## src/rtl/regwin_guard_pkg.sv

```systemverilog
// Package: shared constants and the decode record for the access guard.
// Assumes a 32-bit data path, with the key field placed inside it.
package regwin_guard_pkg;

    // Default key field placement and value in a control write
    localparam int KEY_LSB_DEF = 8;
    localparam int KEY_W_DEF   = 16;
    localparam logic [KEY_W_DEF-1:0] KEY_VAL_DEF = 16'hA5A5;

    // Decoded view of the current bus cycle
    typedef struct packed {
        logic ctrl_hit;   // access targets the control register
        logic key_ok;     // key field matches
        logic want_open;  // requested flag value (bit 0)
    } ctrl_dec_t;

endpackage

```

## src/rtl/regwin_guard_decode.sv

```systemverilog
// Module: decodes a bus cycle into a control-register hit, a key match
// and the requested flag value. Purely combinational.
// Assumes the control register lives at CTRL_ADDR.
module regwin_guard_decode
    import regwin_guard_pkg::*;
#(
    parameter int ADDR_W = 8,
    parameter int KEY_W  = KEY_W_DEF,
    parameter logic [KEY_W-1:0]  KEY_VAL   = KEY_VAL_DEF[KEY_W-1:0],
    parameter logic [ADDR_W-1:0] CTRL_ADDR = '0
) (
    input  logic [ADDR_W-1:0] addr,
    input  logic [KEY_W-1:0]  key_field,
    input  logic              en_bit,
    output ctrl_dec_t         dec
);

    // Build the decode record from address and key field
    always_comb begin
        dec.ctrl_hit  = (addr == CTRL_ADDR);
        dec.key_ok    = (key_field == KEY_VAL);
        dec.want_open = en_bit;
    end

endmodule

```

## src/rtl/regwin_guard_state.sv

```systemverilog
// Module: holds the access flag. A keyed write to the control register
// loads the requested value; anything else leaves the flag as it is.
// Assumes a synchronous active-low reset that closes access.
module regwin_guard_state
    import regwin_guard_pkg::*;
(
    input  logic      clk,
    input  logic      rst_n,
    input  logic      we,
    input  ctrl_dec_t dec,
    output logic      open_q
);

    logic load;

    // A keyed control write is the only way to change the flag
    always_comb load = we && dec.ctrl_hit && dec.key_ok;

    // Flag register with synchronous reset to closed
    always_ff @(posedge clk) begin
        if (!rst_n)
            open_q <= 1'b0;
        else if (load)
            open_q <= dec.want_open;
    end

endmodule

```

## src/rtl/regwin_guard_rdmux.sv

```systemverilog
// Module: selects read data - the flag at the control offset, the
// register file's data elsewhere. Combinational.
// Assumes the register file returns data in the same cycle.
module regwin_guard_rdmux #(
    parameter int DATA_W = 32
) (
    input  logic              ctrl_hit,
    input  logic              open_q,
    input  logic [DATA_W-1:0] file_rdata,
    output logic [DATA_W-1:0] rdata
);

    localparam int PAD_W = DATA_W - 1;

    // Return the flag, zero-extended, or pass the file's data through
    always_comb begin
        if (ctrl_hit)
            rdata = {{PAD_W{1'b0}}, open_q};
        else
            rdata = file_rdata;
    end

endmodule

```

## src/rtl/regwin_guard.sv

```systemverilog
// Top: guards writes to a clock-control register space behind a keyed
// access flag at offset 0. Forwards address and data to the register
// file, qualifies its write strobe and routes read data back.
// Assumes one access per cycle and a combinational register-file read.
module regwin_guard
    import regwin_guard_pkg::*;
#(
    parameter int ADDR_W  = 8,
    parameter int DATA_W  = 32,
    parameter int KEY_LSB = KEY_LSB_DEF,
    parameter int KEY_W   = KEY_W_DEF,
    parameter logic [KEY_W-1:0] KEY_VAL = KEY_VAL_DEF[KEY_W-1:0]
) (
    input  logic              clk,
    input  logic              rst_n,
    input  logic [ADDR_W-1:0] bus_addr,
    input  logic [DATA_W-1:0] bus_wdata,
    input  logic              bus_we,
    output logic [DATA_W-1:0] bus_rdata,
    output logic [ADDR_W-1:0] reg_addr,
    output logic [DATA_W-1:0] reg_wdata,
    output logic              reg_we,
    input  logic [DATA_W-1:0] reg_rdata
);

    localparam int KEY_MSB = KEY_LSB + KEY_W - 1;
    localparam logic [ADDR_W-1:0] CTRL_ADDR = '0;

    ctrl_dec_t dec;
    logic      open_q;

    regwin_guard_decode #(
        .ADDR_W    (ADDR_W),
        .KEY_W     (KEY_W),
        .KEY_VAL   (KEY_VAL),
        .CTRL_ADDR (CTRL_ADDR)
    ) u_decode (
        .addr      (bus_addr),
        .key_field (bus_wdata[KEY_MSB:KEY_LSB]),
        .en_bit    (bus_wdata[0]),
        .dec       (dec)
    );

    regwin_guard_state u_state (
        .clk    (clk),
        .rst_n  (rst_n),
        .we     (bus_we),
        .dec    (dec),
        .open_q (open_q)
    );

    regwin_guard_rdmux #(
        .DATA_W (DATA_W)
    ) u_rdmux (
        .ctrl_hit   (dec.ctrl_hit),
        .open_q     (open_q),
        .file_rdata (reg_rdata),
        .rdata      (bus_rdata)
    );

    // Forward address and data; pass the strobe only for open, non-control writes
    always_comb begin
        reg_addr  = bus_addr;
        reg_wdata = bus_wdata;
        reg_we    = bus_we && !dec.ctrl_hit && open_q;
    end

endmodule

```

## config.mk

```make
export PLATFORM = sky130hd
export DESIGN_NAME = regwin_guard
export DESIGN_NICKNAME = d
export VERILOG_FILES = /design/src/rtl/regwin_guard_pkg.sv /design/src/rtl/regwin_guard_decode.sv /design/src/rtl/regwin_guard_state.sv /design/src/rtl/regwin_guard_rdmux.sv /design/src/rtl/regwin_guard.sv
export SDC_FILE = /design/constraint.sdc
export NUM_CORES = 1
export LEC_CHECK = 0
export ABC_CLOCK_PERIOD_IN_PS = 3100
export BUFFER_PORTS_ARGS = -buffer_cell sky130_fd_sc_hd__clkbuf_2
export CAP_MARGIN = 20
export CORE_MARGIN = 4
export CORE_UTILIZATION = 25
export CTS_CLUSTER_SIZE = 20
export DETAILED_ROUTE_END_ITERATION = 8
export GPL_ROUTABILITY_DRIVEN = 1
export PLACE_DENSITY = 0.86
export SLEW_MARGIN = 20
export SYNTH_ARGS = -nofsm -noshare
export SYNTH_HDL_FRONTEND = slang
export SYNTH_SLANG_ARGS = --single-unit
```

## constraint.sdc

```tcl
create_clock -name clk -period 3.1 [get_ports clk]
set_input_delay 0.155 -clock clk [delete_from_list [all_inputs] [get_ports clk]]
set_output_delay 0.155 -clock clk [all_outputs]
set_load 0.02 [all_outputs]
```

### Word-level counts from Yosys, hierarchy flattened

Cells that the tools add are included.

* equal/unequal tests: 1
* muxes and demuxes: 1
* reduce and logical (&&, ||, !) cells: 6

Operators by type and width (number)
* $mux 32: 1
* $eq 16x16->1 const B: 1
* $logic_not 8->1: 1
* $logic_and 1x1->1: 4
* $logic_not 1->1: 1

* word-level logic and storage cells: 9
* bits of input ports: 75
* register bits after elaboration: 1
* output and inout port bits: 73

### Depth between registers and ports, before layout

Gate-level depths: netlist of the first run.

* depth after elaboration: 4
* depth in mapped cells: 4
* depth with buffers taken out: 4

### Cells and area by module

From an unflattened synthesis of the first run, not the netlist that was laid out.

* cells, all modules: 90
* area, all modules: 646.9 um2

Modules (own cells, without submodules)
* regwin_guard: area an instance 309.0 um2, instances 1, cells an instance 41, seq. area each 0.0 um2
* regwin_guard_rdmux: area an instance 220.2 um2, instances 1, cells an instance 35, seq. area each 0.0 um2
* regwin_guard_decode: area an instance 75.1 um2, instances 1, cells an instance 9, seq. area each 0.0 um2
* regwin_guard_state: area an instance 42.5 um2, instances 1, cells an instance 5, seq. area each 20.0 um2

### Least setup slack after synthesis of the first run

OpenSTA, ideal clock, no wires.

* path type: input to register
* start point: input port bus_addr[7]
* end point: register u_state.open_q
* cell stages on the path: 4
* buffers on the path: 0
* arrival time: 1.039 ns
* path slack: 1.990 ns
* data required time: 3.028 ns
* library setup time: 0.072 ns
* cells stage by stage: nor4_2 -> nand2_2 -> nor4_2 -> mux2i_1

* cells in the longest elaborated chain, start to end: 3

RTL lines
* from (decl): RTL line regwin_guard.sv:16 `input logic [ADDR_W-1:0] bus_addr,`
* $logic_not 8->1: RTL line regwin_guard_decode.sv:20 `dec.ctrl_hit = (addr == CTRL_ADDR);`
* $logic_and 1x1->1 (2 in series): RTL line regwin_guard_state.sv:17 `always_comb load = we && dec.ctrl_hit && dec.key_ok;`
* to (signal assigned): RTL line regwin_guard_state.sv:24 `open_q <= dec.want_open;`
* to (decl): RTL line regwin_guard_state.sv:11 `output logic open_q`

No other way between the ends.
A chain may end at the register's enable or synchronous reset.

### Worst setup path after layout of the first run

* start point: input port bus_addr[7]
* end point: output port bus_rdata[0]

* cells in the longest elaborated chain, start to end: 2

RTL lines
* $logic_not 8->1: RTL line regwin_guard_decode.sv:20
* $mux 32: RTL line regwin_guard_rdmux.sv:17 `if (ctrl_hit)`
* to (decl): RTL line regwin_guard.sv:19 `output logic [DATA_W-1:0] bus_rdata,`

No other way between the ends.

==> results by group, run 1 <==
Outcome
  – Status: completed

GRT
  – First-pass GRT wire length: 2850 um
  – Largest net degree at the start of global routing: 35
  – Vias in the first global route: 658
  – Number of antenna violations at the first check in global routing: 0
  – Grt ovf: 0
  – GR Util All Layers: 0.0991

Final layout
  – Largest register FFs: 1
  – Register area: 20.0 um^2
  – Top reg by flops: u_state.open_q
  – Fillcell total: 273
  – Layout Nets: 241
  – ANT cells: 0
  – Layout cell share with drive strength beyond 1: 0.744
  – Layout Cells excl Fill: 194
  – Largest regs: u_state.open_q (1)
  – Area Overhead vs Synth: 47.3%
  – Multi-input logic area: 327 um^2

Pwr
  – Worst vdd ir: 0.0000849 V
  – Switch share: 0.521
  – Pleak: 0.597 nW
  – Part of the power in the clock network: 0
  – Combinational share of power: 0.919
  – Seq pwr share: 0.081
  – Internal power: 77.5 uW
  – Power density cells: 167 mW/mm^2
  – Net Switching: 84.4 uW

Yosys
  – Seq/Total Area, Yosys: 0.0304
  – Syn Area/Cell: 7.31 um^2
  – Largest cells by area after synthesis: buf_4 (46%), and2_1 (29%), nor4_2 (3.8%)
  – Synth Instances: 90
  – Synth cell types: 15
  – Synth warnings: 0
  – Yosys top cell by area: buf_4
  – Top-count cell post-synth: buf_4
  – Synth cell count leaders: buf_4 (40), and2_1 (31), clkbuf_1 (3)
  – Post-synth EDFFs: 0
  – #FFs+latches synth: 1
  – Synth top area share: 0.456
  – Post-Syn Area: 658 um^2
  – Fraction of registers with async set/reset: 0
  – Ys flop type: dfxtp_1
  – Syn nets: 165

Clock tree
  – Clk_lat worst skew: 0 ns
  – Post-CTS sizing: 0
  – Hold-fix buffers, CTS: 0
  – Setup Buffers After CTS: 0

STA
  – Final Cycle Share: 0.488
  – Final Setup Violations: 0
  – Worst slew margin: 0.712
  – Worst Skew: 0 ns
  – RSZ-0062 raised after global routing: no
  – Final hold vios: 0
  – Slew Limit Fails: 0
  – Worst slew pin tran: 0.430 ns
  – Min Clock Period, post-route: 1.51 ns
  – FMAX: 661 MHz
  – Post-Route Setup TNS: 0 ns

Floorplanning
  – DIE WIDTH: 59.3 um
  – Core ar.: 0.00250 mm^2
  – Chip Height: 59.3 um
  – Row cnt: 18
  – Die area: 0.00352 mm^2
  – Ports: 148
  – Initial core utilization: 0.263

Setup path
  – Critical Path RT: 2.94 ns
  – Startpoint types: input port
  – Flop2flop setup slack: 2.53 ns
  – Critical Path End Type: primary output
  – Crit path kind: in2out
  – Critical path peak fanout: 34
  – R2r worst-path depth: 2
  – Critical Path AT: 1.36 ns

Drt
  – Antenna Nets Post-Route: 0
  – Highest Signal Layer: met3
  – M1 wire length: 596 um
  – Vias per inst: 4.08
  – Met2 wire length: 1150 um
  – WL/cell: 10.6 um
  – Initial drt markers: 8
  – Drc violations: 0
  – Drt pass-1 iters: 2
  – Met3 Wirelength: 315 um
  – DR vias: 792
  – Final Routed Wirelength: 2070 um

Placed design
  – Placed Instances: 194
  – # port buffers: 117
  – Dpl hpwl: 1990 um
  – Placer Congestion: 0.673

Flow run
  – Max-cap violations: 0

Worst hold path
  – HP Class: in2out
  – Min-Delay Path Depth: 0
## routing by layer
| layer | track usage | up-vias |
|---|---|---|
| li1 | - | 395 |
| met1 | 0.100 | 339 |
| met2 | 0.212 | 58 |
| met3 | 0.0131 | 0 |
| met4 | 0.00971 | 0 |
| met5 | 0 | - |
## cell usage in the layout, fill, tap and decap left out
| master | n |
|---|---|
| and2_1 | 31 |
| and3_1 | 1 |
| clkbuf_2 | 117 |
| dfxtp_1 | 1 |
| mux2_2 | 1 |
| mux2i_1 | 1 |
| nand2_1 | 2 |
| nand2_2 | 1 |
| nand3b_1 | 2 |
| nand4_1 | 1 |
| nor2_1 | 1 |
| nor4_2 | 2 |
| nor4_4 | 1 |
| nor4bb_1 | 2 |
## power groups by stage
stage | clock network, mW | registers (mW) | logic [mW]
2_1_floorplan | 0 | 0.0131 | 0.125
6_report | 0 | 0.0131 | 0.149
4_1_cts | 0 | 0.0131 | 0.151
3_5_place_dp | 0 | 0.0131 | 0.151
5_1_grt | 0 | 0.0131 | 0.160
3_3_place_gp | 0 | 0.0131 | 0.149
## metrics by stage
stage                     worst slack [ns]  total power [mW]   util  hold WS [ns]  area [um^2]
after global placement                1.56             0.163  0.388         0.310          970
after CTS                             1.54             0.164  0.388         0.310          970
after global routing                  1.30             0.174  0.388         0.310          970
after floorplan                       1.99             0.138      -         0.297          658
after detailed placement              1.54             0.164  0.388         0.310          970
final                                 1.59             0.162  0.388         0.310          970
## logic make-up (layout without fill, tap and decap cells)
| logic type | after synthesis | count (layout) | share of synthesized area |
|---|---|---|---|
| buffers and inverters | 43 | 117 | 0.473 |
| DFF | 1 | 1 | 0.0304 |
| muxes | 2 | 2 | 0.0323 |
| and+or+nand+nor | 44 | 44 | 0.464 |
## final timing paths
check                                                    to                   startpoint
worst max-delay path                           bus_rdata[0]                  bus_addr[7]
worst min-delay path                          reg_wdata[27]                bus_wdata[27]
worst min register to register  u_state.open_q$_SDFFE_PN0P_  u_state.open_q$_SDFFE_PN0P_
worst max register to register  u_state.open_q$_SDFFE_PN0P_  u_state.open_q$_SDFFE_PN0P_
## worst max-delay path, stage by stage
cell,delay [ns]
clkbuf_2,0.09
nor4_2,0.28
nand2_2,0.31
mux2_2,0.36
clkbuf_2,0.15
## cell type report
class / count / area share
well taps: 30 / 0.0387
flip-flops and latches: 1 / 0.0206
repair buffers: 117 / 0.604
multi-input cells: 46 / 0.337
Note: power is estimated with default switching activity, not from simulation.
==> run 2: changes to the inputs <==
--- a/config.mk
+++ b/config.mk
@@ -5,15 +5,15 @@
 export SDC_FILE = /design/constraint.sdc
 export NUM_CORES = 1
 export LEC_CHECK = 0
-export ABC_CLOCK_PERIOD_IN_PS = 3100
+export ABC_CLOCK_PERIOD_IN_PS = 1200
 export BUFFER_PORTS_ARGS = -buffer_cell sky130_fd_sc_hd__clkbuf_2
 export CAP_MARGIN = 20
 export CORE_MARGIN = 4
-export CORE_UTILIZATION = 25
+export CORE_UTILIZATION = 21
 export CTS_CLUSTER_SIZE = 20
 export DETAILED_ROUTE_END_ITERATION = 8
 export GPL_ROUTABILITY_DRIVEN = 1
-export PLACE_DENSITY = 0.86
+export PLACE_DENSITY = 0.77
 export SLEW_MARGIN = 20
 export SYNTH_ARGS = -nofsm -noshare
 export SYNTH_HDL_FRONTEND = slang
==> constraint.sdc (replaced) <==
create_clock -name clk -period 1.2 [get_ports clk]
set_input_delay 0.06 -clock clk [delete_from_list [all_inputs] [get_ports clk]]
set_output_delay 0.06 -clock clk [all_outputs]
set_load 0.02 [all_outputs]
==> run 2 against run 1 <==
  * Global-route usage decreased by 1.1 points
  * Largest cell class unchanged
  * Critical path depth unchanged
  * Cell area increased by 11%
  * First-iteration DRC count decreased by 75%
==> results by group, run 2 (synthesized netlist as in run 1, its figures left out) <==
STA
  – Worst slew margin: 0.854 (was 0.712)
  – Min Clock Period, post-route: 1.15 ns
  – Slew Limit Fails: 0 (unchanged)
  – Worst slew pin tran: 0.217 ns (was 0.430 ns)
  – Final hold vios: 0 (unchanged)
  – Worst Skew: 0 ns (unchanged)
  – FMAX: 873 MHz
  – RSZ-0062 raised after global routing: yes (was no)
  – Post-route setup slack: 0.0547 ns (was 1.59 ns)
  – Hold slack: 0.120 ns (was 0.310 ns)
  – Final Cycle Share: 0.954
  – Post-Route Setup TNS: 0 ns (unchanged)
  – Final Setup Violations: 0 (unchanged)

Clock tree
  – Setup Buffers After CTS: 0 (unchanged)
  – Hold-fix buffers, CTS: 0 (unchanged)
  – Clk_lat worst skew: 0 ns (about the same)
  – Clock Pin Slew Worst Setup and Hold Paths: 0 ns

Floorplanning
  – Row cnt: 20 (was 18)
  – Chip Height: 64.0 um (was 59.3 um)
  – Die area: 0.00409 mm^2 (was 0.00352 mm^2)
  – Core ar.: 0.00303 mm^2 (was 0.00250 mm^2)
  – Initial core utilization: 0.217 (was 0.263)
  – DIE WIDTH: 64.0 um (was 59.3 um)
  – Ports: 148 (unchanged)

Setup path
  – Critical path peak fanout: 4 (was 34)
  – Critical Path AT: 1.07 ns (was 1.36 ns)
  – Critical Path RT: 1.12 ns (was 2.94 ns)
  – FF-to-FF End: u_state.open_q$_SDFFE_PN0P_ (unchanged)
  – Critical Path End Type: register (was primary output)
  – Flop2flop setup slack: 0.64 ns (was 2.53 ns)
  – Startpoint types: input port (unchanged)
  – R2r worst-path depth: 2 (unchanged)
  – Crit path kind: in2reg (was in2out)
  – Worst reg2reg startpoint: u_state.open_q$_SDFFE_PN0P_ (unchanged)

GRT
  – Number of antenna violations at the first check in global routing: 0 (unchanged)
  – Largest net degree at the start of global routing: 25 (was 35)
  – First-pass GRT wire length: 3130 um (was 2850 um)
  – GR Util All Layers: 0.0877 (was 0.0991)
  – Vias in the first global route: 780 (was 658)
  – Grt ovf: 0 (unchanged)

Placed design
  – Placer Congestion: 0.675 (was 0.673)
  – # port buffers: 117 (unchanged)
  – Dpl hpwl: 1950 um (was 1990 um)
  – Post-Place Worst Slack: -0.0382 ns (was 1.54 ns)

Final layout
  – Area Overhead vs Synth: 63.5% (was 47.3%)
  – Top reg by flops: u_state.open_q (unchanged)
  – Layout cell share with drive strength beyond 1: 0.759 (was 0.744)
  – Largest regs: u_state.open_q (1) (unchanged)
  – Commonest non-fill, non-tap cell in the layout: clkbuf_2 (unchanged)
  – Commonest non-fill, non-tap cells in the layout: clkbuf_2 (112), and2_1 (31), buf_6 (6) (was clkbuf_2 (117), and2_1 (31))
  – ANT cells: 0 (unchanged)
  – Layout Nets: 243 (was 241)
  – Largest register FFs: 1 (unchanged)

Worst hold path
  – HP Class: in2out (unchanged)
  – Hold_sp: bus_wdata[3] (was bus_wdata[27])
  – Min-Delay Path Depth: 0 (unchanged)
  – Hold endpoint: reg_wdata[3] (was reg_wdata[27])

Pwr
  – Switch share: 0.510 (was 0.521)
  – Internal power: 216 uW (was 77.5 uW)
  – Part of the power in the clock network: 0 (about the same)
  – Seq pwr share: 0.077 (was 0.081)
  – Pleak: 0.642 nW (was 0.597 nW)
  – Worst vdd ir: 0.000169 V (was 0.0000849 V)
  – Power after layout: 441 uW (was 162 uW)
  – Net Switching: 225 uW (was 84.4 uW)
  – Power density cells: 410 mW/mm^2 (was 167 mW/mm^2)
  – Combinational share of power: 0.923 (was 0.919)

Drt
  – Antenna Nets Post-Route: 0 (unchanged)
  – WL/cell: 10.0 um (was 10.6 um)
  – Drt pass-1 iters: 3 (was 2)
  – Vias per inst: 3.87 (was 4.08)
  – Initial drt markers: 2 (was 8)
  – DR vias: 812 (was 792)
  – Final Routed Wirelength: 2110 um (was 2070 um)
  – Drc violations: 0 (unchanged)

Outcome
  – Status: completed (unchanged)

Flow run
  – Max-cap violations: 0 (unchanged)
-- run 2: area by class of cell --
type,count,area [um^2]
fill,337,1950
multi-input combinational,46,365
sequential,1,20.0
tap,44,55.1
timing repair buffer,119,636
-- run 2: repair_timing --
action                                  4_1_cts  5_1_grt
resized for setup                             3       16
pin swaps                                     2        7
endpoints found under the setup margin       24       32
-- run 2: worst max-delay path by stage --
stage             startpoint                           to  slack [ns]  depth (start not counted)
6_report         bus_addr[2]  u_state.open_q$_SDFFE_PN0P_        0.05                          5
5_1_grt          bus_addr[2]  u_state.open_q$_SDFFE_PN0P_       -0.05                          5
4_1_cts        bus_wdata[19]  u_state.open_q$_SDFFE_PN0P_      -0.007                          5
3_5_place_dp     bus_addr[7]  u_state.open_q$_SDFFE_PN0P_       -0.04                          5
3_3_place_gp     bus_addr[7]  u_state.open_q$_SDFFE_PN0P_       -0.05                          5
2_1_floorplan    bus_addr[7]  u_state.open_q$_SDFFE_PN0P_        0.18                          4
-- run 2: metal layers --
metal / part of all wire / GRT usage / vias up
met1: 0.32 / 0.0936 / 349
met5: 0 / 0 / -
li1: - / - / 400
met4: 0.011 / 0.0108 / 0
met3: 0.11 / 0.0105 / 6
met2: 0.56 / 0.182 / 57
-- run 2: critical path, cell delays in order --
cell and delay (ns):
buf_6 0.10, nor4_4 0.28, nand2_2 0.14, nor4_4 0.28, mux2i_1 0.21
-- run 2: per-stage QoR --
step,std cells,util,area (um^2)
6_report,210,0.355,1080
3_5_place_dp,210,0.331,1000
5_1_grt,210,0.355,1080
3_3_place_gp,210,0.331,1000
2_1_floorplan,90,-,658
4_1_cts,210,0.338,1020
-- run 2: power by group through the flow --
| stage | clock (mW) | sequential, mW | combinational [mW] |
|---|---|---|---|
| 5_1_grt | 0 | 0.0339 | 0.438 |
| 6_report | 0 | 0.0339 | 0.407 |
| 2_1_floorplan | 0 | 0.0339 | 0.323 |
| 3_3_place_gp | 0 | 0.0339 | 0.387 |
| 3_5_place_dp | 0 | 0.0339 | 0.389 |
| 4_1_cts | 0 | 0.0339 | 0.395 |
